--- config.mk ---
export PLATFORM = sky130hd
export DESIGN_NAME = hdlc_tx_framer
export DESIGN_NICKNAME = d
export VERILOG_FILES = /design/src/rtl/hdlc_tx_pkg.sv /design/src/rtl/hdlc_tx_fifo.sv /design/src/rtl/hdlc_tx_datapath.sv /design/src/rtl/hdlc_tx_ctrl.sv /design/src/rtl/hdlc_tx_framer.sv
export SDC_FILE = /design/constraint.sdc
export NUM_CORES = 1
export LEC_CHECK = 0
export ABC_CLOCK_PERIOD_IN_PS = 3100
export CORE_MARGIN = 3
export CORE_UTILIZATION = 53
export CTS_CLUSTER_DIAMETER = 100
export CTS_CLUSTER_SIZE = 40
export DETAILED_ROUTE_END_ITERATION = 16
export PLACE_DENSITY = 0.76
export SKIP_CTS_REPAIR_TIMING = 1
export SLEW_MARGIN = 20
export SYNTH_ARGS = -nofsm -noshare
export SYNTH_HDL_FRONTEND = slang
export SYNTH_SLANG_ARGS = --single-unit
--- constraint.sdc ---
create_clock -name clk -period 3.1 [get_ports clk]
set_input_delay 0.31 -clock clk [delete_from_list [all_inputs] [get_ports clk]]
set_output_delay 0.31 -clock clk [all_outputs]
set_load 0.02 [all_outputs]
--- src/rtl/hdlc_tx_pkg.sv ---
package hdlc_tx_pkg;
  localparam int BYTE_W = 8;
  localparam logic [7:0] FLAG_BYTE = 8'h7E;
  localparam logic [15:0] CRC_POLY_REV = 16'h8408;
  localparam logic [15:0] CRC_PRESET = 16'hFFFF;

  typedef enum logic [2:0] {
    UNIT_OFF, UNIT_IDLE, UNIT_OPEN, UNIT_DATA,
    UNIT_CRCLO, UNIT_CRCHI, UNIT_CLOSE, UNIT_ABORT
  } unit_e;

  typedef enum logic [2:0] {
    SRC_FIFO, SRC_IDLE, SRC_FLAG, SRC_ONES, SRC_CRCLO, SRC_CRCHI
  } src_e;

  typedef struct packed {
    logic clear;
    logic step;
    logic load;
    src_e src;
    logic stuffOn;
    logic crcOn;
    logic crcInit;
  } dp_ctl_t;
endpackage

--- src/rtl/hdlc_tx_fifo.sv ---
module hdlc_tx_fifo #(
  parameter int DATA_W = 8,
  parameter int DEPTH = 4,
  localparam int PTR_W = (DEPTH > 1) ? $clog2(DEPTH) : 1,
  localparam int CNT_W = $clog2(DEPTH + 1)
) (
  input  logic              clk,
  input  logic              rstN,
  input  logic              wrEn,
  input  logic [DATA_W-1:0] wrData,
  input  logic              wrLast,
  input  logic              popEn,
  output logic [DATA_W-1:0] headData,
  output logic              headLast,
  output logic              empty,
  output logic              wrAccept,
  output logic [CNT_W-1:0]  count
);
  logic [DATA_W:0] mem [DEPTH];
  logic [PTR_W-1:0] wrPtr, rdPtr;
  logic doPop;

  assign empty = (count == '0);
  assign wrAccept = wrEn && (count != CNT_W'(DEPTH));
  assign doPop = popEn && !empty;
  assign {headLast, headData} = mem[rdPtr];

  function automatic logic [PTR_W-1:0] nextPtr(input logic [PTR_W-1:0] p);
    return (p == PTR_W'(DEPTH - 1)) ? '0 : p + 1'b1;
  endfunction

  always_ff @(posedge clk) begin
    if (!rstN) begin
      wrPtr <= '0;
      rdPtr <= '0;
      count <= '0;
    end else begin
      if (wrAccept) begin
        mem[wrPtr] <= {wrLast, wrData};
        wrPtr <= nextPtr(wrPtr);
      end
      if (doPop) rdPtr <= nextPtr(rdPtr);
      case ({wrAccept, doPop})
        2'b10: count <= count + 1'b1;
        2'b01: count <= count - 1'b1;
        default: count <= count;
      endcase
    end
  end
endmodule

--- src/rtl/hdlc_tx_datapath.sv ---
module hdlc_tx_datapath
  import hdlc_tx_pkg::*;
(
  input  logic              clk,
  input  logic              rstN,
  input  dp_ctl_t           ctl,
  input  logic [BYTE_W-1:0] fifoByte,
  input  logic [BYTE_W-1:0] idleChar,
  output logic              txBit,
  output logic              unitEnd,
  output logic              finalBit
);
  localparam int CNT_W = $clog2(BYTE_W + 1);

  logic [BYTE_W-1:0] shReg, srcByte;
  logic [CNT_W-1:0] bitsLeft;
  logic [2:0] onesCnt, onesNext;
  logic stuffPend, stuffNext, stuffOnL, crcOnL;
  logic [15:0] crc, crcBase, crcNext;
  logic curStuff, curCrc, isStuffBit, outBit, fb;

  assign unitEnd = (bitsLeft == '0) && !stuffPend;
  assign finalBit = (bitsLeft == CNT_W'(1)) && !stuffPend;

  always_comb begin
    case (ctl.src)
      SRC_FIFO:  srcByte = fifoByte;
      SRC_IDLE:  srcByte = idleChar;
      SRC_FLAG:  srcByte = FLAG_BYTE;
      SRC_CRCLO: srcByte = ~crc[7:0];
      SRC_CRCHI: srcByte = ~crc[15:8];
      default:   srcByte = '1;
    endcase
    curStuff = ctl.load ? ctl.stuffOn : stuffOnL;
    curCrc = ctl.load ? ctl.crcOn : crcOnL;
    crcBase = (ctl.load && ctl.crcInit) ? CRC_PRESET : crc;
    isStuffBit = !ctl.load && stuffPend;
    if (ctl.load) outBit = srcByte[0];
    else if (stuffPend) outBit = 1'b0;
    else outBit = shReg[0];
    fb = crcBase[0] ^ outBit;
    crcNext = (curCrc && !isStuffBit) ? ((crcBase >> 1) ^ (fb ? CRC_POLY_REV : 16'h0)) : crcBase;
    onesNext = (curStuff && !isStuffBit && outBit) ? onesCnt + 3'd1 : 3'd0;
    stuffNext = curStuff && !isStuffBit && outBit && (onesCnt == 3'd4);
  end

  always_ff @(posedge clk) begin
    if (!rstN) begin
      txBit <= 1'b1;
      shReg <= '1;
      bitsLeft <= '0;
      onesCnt <= '0;
      stuffPend <= 1'b0;
      stuffOnL <= 1'b0;
      crcOnL <= 1'b0;
      crc <= CRC_PRESET;
    end else if (ctl.clear) begin
      txBit <= 1'b1;
      bitsLeft <= '0;
      onesCnt <= '0;
      stuffPend <= 1'b0;
      stuffOnL <= 1'b0;
      crcOnL <= 1'b0;
    end else if (ctl.step) begin
      txBit <= outBit;
      crc <= crcNext;
      onesCnt <= onesNext;
      stuffPend <= stuffNext;
      if (ctl.load) begin
        shReg <= srcByte >> 1;
        bitsLeft <= CNT_W'(BYTE_W - 1);
        stuffOnL <= ctl.stuffOn;
        crcOnL <= ctl.crcOn;
      end else if (!stuffPend) begin
        shReg <= shReg >> 1;
        bitsLeft <= bitsLeft - 1'b1;
      end
    end
  end
endmodule

--- src/rtl/hdlc_tx_ctrl.sv ---
module hdlc_tx_ctrl
  import hdlc_tx_pkg::*;
(
  input  logic              clk,
  input  logic              rstN,
  input  logic              txEnable,
  input  logic              transparentMode,
  input  logic [BYTE_W-1:0] idleChar,
  input  logic              frameSync,
  input  logic              slotEn,
  input  logic              fifoEmpty,
  input  logic              headLast,
  input  logic              wrAccept,
  input  logic              unitEnd,
  input  logic              finalBit,
  output dp_ctl_t           ctl,
  output logic              popEn,
  output logic              txActive,
  output logic              txDone,
  output logic              txAbort
);
  unit_e unit, nextUnit;
  logic lastFlag, curLast, doneFlag, step, load, flagLike;

  assign txActive = (unit != UNIT_OFF);
  assign step = txEnable && slotEn && (txActive || frameSync);
  assign load = step && unitEnd;

  always_comb begin
    if (transparentMode) begin
      nextUnit = fifoEmpty ? UNIT_IDLE : UNIT_DATA;
    end else begin
      case (unit)
        UNIT_DATA:  nextUnit = curLast ? UNIT_CRCLO : (fifoEmpty ? UNIT_ABORT : UNIT_DATA);
        UNIT_CRCLO: nextUnit = UNIT_CRCHI;
        UNIT_CRCHI: nextUnit = UNIT_CLOSE;
        UNIT_OPEN:  nextUnit = fifoEmpty ? UNIT_IDLE : UNIT_DATA;
        default:    nextUnit = fifoEmpty ? UNIT_IDLE : (lastFlag ? UNIT_DATA : UNIT_OPEN);
      endcase
    end
    ctl.clear = !txEnable;
    ctl.step = step;
    ctl.load = load;
    case (nextUnit)
      UNIT_DATA:  ctl.src = SRC_FIFO;
      UNIT_OPEN,
      UNIT_CLOSE: ctl.src = SRC_FLAG;
      UNIT_CRCLO: ctl.src = SRC_CRCLO;
      UNIT_CRCHI: ctl.src = SRC_CRCHI;
      UNIT_ABORT: ctl.src = SRC_ONES;
      default:    ctl.src = SRC_IDLE;
    endcase
    ctl.stuffOn = !transparentMode &&
                  (nextUnit == UNIT_DATA || nextUnit == UNIT_CRCLO || nextUnit == UNIT_CRCHI);
    ctl.crcOn = !transparentMode && (nextUnit == UNIT_DATA);
    ctl.crcInit = (nextUnit == UNIT_DATA) && (unit != UNIT_DATA);
    flagLike = (ctl.src == SRC_FLAG) || (ctl.src == SRC_IDLE && idleChar == FLAG_BYTE);
    popEn = load && (nextUnit == UNIT_DATA);
  end

  assign txDone = transparentMode ? fifoEmpty : doneFlag;

  always_ff @(posedge clk) begin
    if (!rstN) begin
      unit <= UNIT_OFF;
      lastFlag <= 1'b0;
      curLast <= 1'b0;
      doneFlag <= 1'b0;
      txAbort <= 1'b0;
    end else begin
      txAbort <= load && (nextUnit == UNIT_ABORT);
      if (!txEnable) begin
        unit <= UNIT_OFF;
        lastFlag <= 1'b0;
      end else if (load) begin
        unit <= nextUnit;
        lastFlag <= flagLike;
        if (popEn) curLast <= headLast;
      end
      if (step && !load && finalBit && unit == UNIT_CLOSE) doneFlag <= 1'b1;
      else if (wrAccept) doneFlag <= 1'b0;
    end
  end
endmodule

--- src/rtl/hdlc_tx_framer.sv ---
module hdlc_tx_framer
  import hdlc_tx_pkg::*;
#(
  parameter int DEPTH = 4,
  localparam int CNT_W = $clog2(DEPTH + 1)
) (
  input  logic              clk,
  input  logic              rstN,
  input  logic              txEnable,
  input  logic              transparentMode,
  input  logic [BYTE_W-1:0] idleChar,
  input  logic              frameSync,
  input  logic              slotEn,
  input  logic              wrEn,
  input  logic [BYTE_W-1:0] wrData,
  input  logic              wrLast,
  output logic              txBit,
  output logic              txEmpty,
  output logic              txDone,
  output logic              txAbort
);
  dp_ctl_t ctl;
  logic popEn, headLast, wrAccept, unitEnd, finalBit, txActive;
  logic [BYTE_W-1:0] headData;
  logic [CNT_W-1:0] fifoCount;

  hdlc_tx_fifo #(.DATA_W(BYTE_W), .DEPTH(DEPTH)) fifo (
    .clk(clk), .rstN(rstN), .wrEn(wrEn), .wrData(wrData), .wrLast(wrLast),
    .popEn(popEn), .headData(headData), .headLast(headLast), .empty(txEmpty),
    .wrAccept(wrAccept), .count(fifoCount)
  );

  hdlc_tx_ctrl ctrl (
    .clk(clk), .rstN(rstN), .txEnable(txEnable), .transparentMode(transparentMode),
    .idleChar(idleChar), .frameSync(frameSync), .slotEn(slotEn), .fifoEmpty(txEmpty),
    .headLast(headLast), .wrAccept(wrAccept), .unitEnd(unitEnd), .finalBit(finalBit),
    .ctl(ctl), .popEn(popEn), .txActive(txActive), .txDone(txDone), .txAbort(txAbort)
  );

  hdlc_tx_datapath dp (
    .clk(clk), .rstN(rstN), .ctl(ctl), .fifoByte(headData), .idleChar(idleChar),
    .txBit(txBit), .unitEnd(unitEnd), .finalBit(finalBit)
  );
endmodule

==> reports/qor.txt <==
Critical path class: reg2reg
Synth cell types: 59
First-pass GRT wire length: 14400 um
Switch share: 25.2%
Largest net degree at the start of global routing: 18
Final WL: 9030 um
Unrepaired setup endpoints after global routing: no
Final Cycle Share: 95.5%
Vias per cell: 6.04
Clock Path Buffers: 2
Die Ht: 94.1 um
Final setup TNS: 0 ns
Final setup violation count: 0
Critical Path Fanout Max: 5
Crit end category: register
Final global-route overflow total: 0
Peak supply drop: 459 uV
GRT Overall Usage: 21.5%
Average cell area after synthesis: 11.0 um^2
DRT antenna net count: 0
Synth warn: 0
Initial cell density of the core: 55.8%
Clock power frac: 37.3%
Sequential share of the synthesized area: 51.2%
Critical Path Source Type: register
IO Pins: 28
Seq pwr share: 50.3%
GPL Wtd Cong: 0.927
CTS Buf Count: 9
Fmax: 338 MHz
Share of layout cells above drive strength 1: 17.0%
Internal power consumption: 1.83 mW
DR vias: 3152
Vias in the first global route: 2896
Detailed-route DRC error count: 0
CTS tree: built
Clk root buf: clkbuf_8
Final Non-Filler Cells: 522
Slew Viols, Final: 0
Crit path required time: 3.39 ns
Worst hold path type: reg2reg
Comb pwr share: 12.5%
Pwr dens: 503 nW/um^2
Die span in x: 94.1 um
Slew headroom: 54.8%
Setup Skew: 0.00983 ns
Dpl ws: -0.179 ns
Arrival time worst endpoint: 3.25 ns
Core Util, Final: 66.2%
Pin slew with the least headroom to its limit: 0.676 ns
Detailed router's first-iteration violation count: 182
Setup ws final: 0.140 ns
Routed wire per std cell: 17.3 um
Initial antenna violation count: 0
Leakage power: 1.65 nW
Async S/R FF share, synth: 0%
Post-layout nets: 453
HPWL after DPL: 6410 um
# rows: 31
Synth Cell Area: 4110 um^2
Clock sinks: 87
H-tree depth: 3
Ant diodes: 0
Tmin final: 2.96 ns
Commonest cells after routing, fill and taps aside: dfxtp_1, edfxtp_1, nand2_1, nor2_1
Core Box Area: 7370 um^2
Final hold vios: 0
Mapped Cells: 375
Area delta synth->final: 18.7%
Skew-Pair Late Insertion Delay: 0.36 ns
Ys flop type: dfxtp_1
Max cap viols: 0
Flops & latches, synth: 87
DRT Pass-1 Iters: 5
Die area: 8850 um^2
Post-synth EDFFs: 36
Port buffer count: 27
Most common cell after layout, fill and taps aside: dfxtp_1
Clock-pin slew on the worst setup and hold paths: 0.09 ns
Placed insts: 506
P_sw: 0.619 mW
Status: finished, final reports clean
Syn_nets: 410
==> final timing paths <==
| path | startpoint | slack (ns) | cells after the start | to |
|---|---|---|---|---|
| min reg2reg | dp.shReg[7] | 0.46 | 2 | dp.shReg[7] |
| min | dp.shReg[7] | 0.46 | 2 | dp.shReg[7] |
| max | dp.bitsLeft[0] | 0.14 | 12 | fifo.count[2] |
| max reg2reg | dp.bitsLeft[0] | 0.14 | 12 | fifo.count[2] |
==> critical path, cell delays in order (launching register included) <==
cell and delay [ns]:
dfxtp_1 0.36, inv_1 0.07, ha_2 0.20, nor3b_4 0.27, nand4b_4 0.14, or4_4 0.56
inv_2 0.07, ha_1 0.17, inv_1 0.06, fa_1 0.38, xor2_1 0.15, or3_1 0.30
a21boi_0 0.15
==> final cells by class <==
class	count	area, um^2
clock inverters	7	115
flip-flops and latches	87	2100
multi-input cells	251	1880
fillers	564	2490
inverters	15	56.3
well taps	99	124
repair buffers	54	473
clock buffers	9	124
==> cell families (layout without fill, tap and decap cells) <==
family / count (synthesis) / in the layout / synth area share [%]
DFF: 87 / 87 / 51.2
AOI/OAI and AO/OA: 97 / 97 / 17.6
xor gates and xnor gates: 8 / 8 / 1.71
buffers and inverters: 37 / 85 / 3.68
and+or+nand+nor: 116 / 116 / 14.7
muxes: 19 / 19 / 7.58
adders and majority gates: 11 / 11 / 3.53
==> registers in the layout, indices dropped and copies added (netlist names), named ones only <==
register       count
dp.crc            16
fifo.wrPtr         2
ctrl.doneFlag      1
ctrl.lastFlag      1
dp.onesCnt         3
ctrl.txAbort       1
dp.stuffPend       1
dp.shReg           8
fifo.mem          36
dp.stuffOnL        1
ctrl.unit          3
dp.txBit           1
ctrl.curLast       1
fifo.count         3
dp.bitsLeft        4
dp.crcOnL          1
fifo.rdPtr         2
==> per-layer routing <==
layer  global-route usage, %  vias to the layer above  share of wire, %
li1                        -                     1504                 -
met1                    27.1                     1520                43
met2                    35.8                      110                49
met3                    4.41                       18               5.3
met4                    9.03                        0               2.8
met5                       0                        -                 0
==> synth_stat cells (all sizes together), types with 6 or more instances <==
| master | count | area share [%] |
|---|---|---|
| nor2 | 29 | 2.7 |
| mux4 | 9 | 4.9 |
| nor3b | 7 | 1.4 |
| nand3 | 7 | 0.85 |
| buf | 9 | 1.1 |
| nor3 | 6 | 0.73 |
| o21ai | 8 | 0.97 |
| inv | 15 | 1.4 |
| mux2 | 7 | 1.9 |
| o22a | 16 | 3.4 |
| xor2 | 6 | 1.3 |
| a21oi | 26 | 3.2 |
| dfxtp | 51 | 25 |
| a31oi | 8 | 1.2 |
| o221ai | 6 | 1.3 |
| edfxtp | 36 | 26 |
| clkbuf | 13 | 1.2 |
| ha | 10 | 3.0 |
| nand2 | 29 | 2.6 |
==> metrics by stage <==
step	power, mW	instance area [um^2]	hold WS (ns)
4_1_cts	2.46	4860	0.457
2_1_floorplan	1.44	4120	0.391
5_1_grt	2.54	4880	0.503
3_5_place_dp	1.55	4630	0.438
3_3_place_gp	1.55	4630	0.435
6_report	2.45	4880	0.462
==> power by group through the flow <==
stage | Combinational [mW] | Clock, mW | Sequential, mW
2_1_floorplan | 0.181 | 0 | 1.25
3_3_place_gp | 0.292 | 0 | 1.26
3_5_place_dp | 0.297 | 0 | 1.26
4_1_cts | 0.299 | 0.926 | 1.23
5_1_grt | 0.327 | 0.976 | 1.24
6_report | 0.305 | 0.913 | 1.23
(Power assumes the default switching activity.)
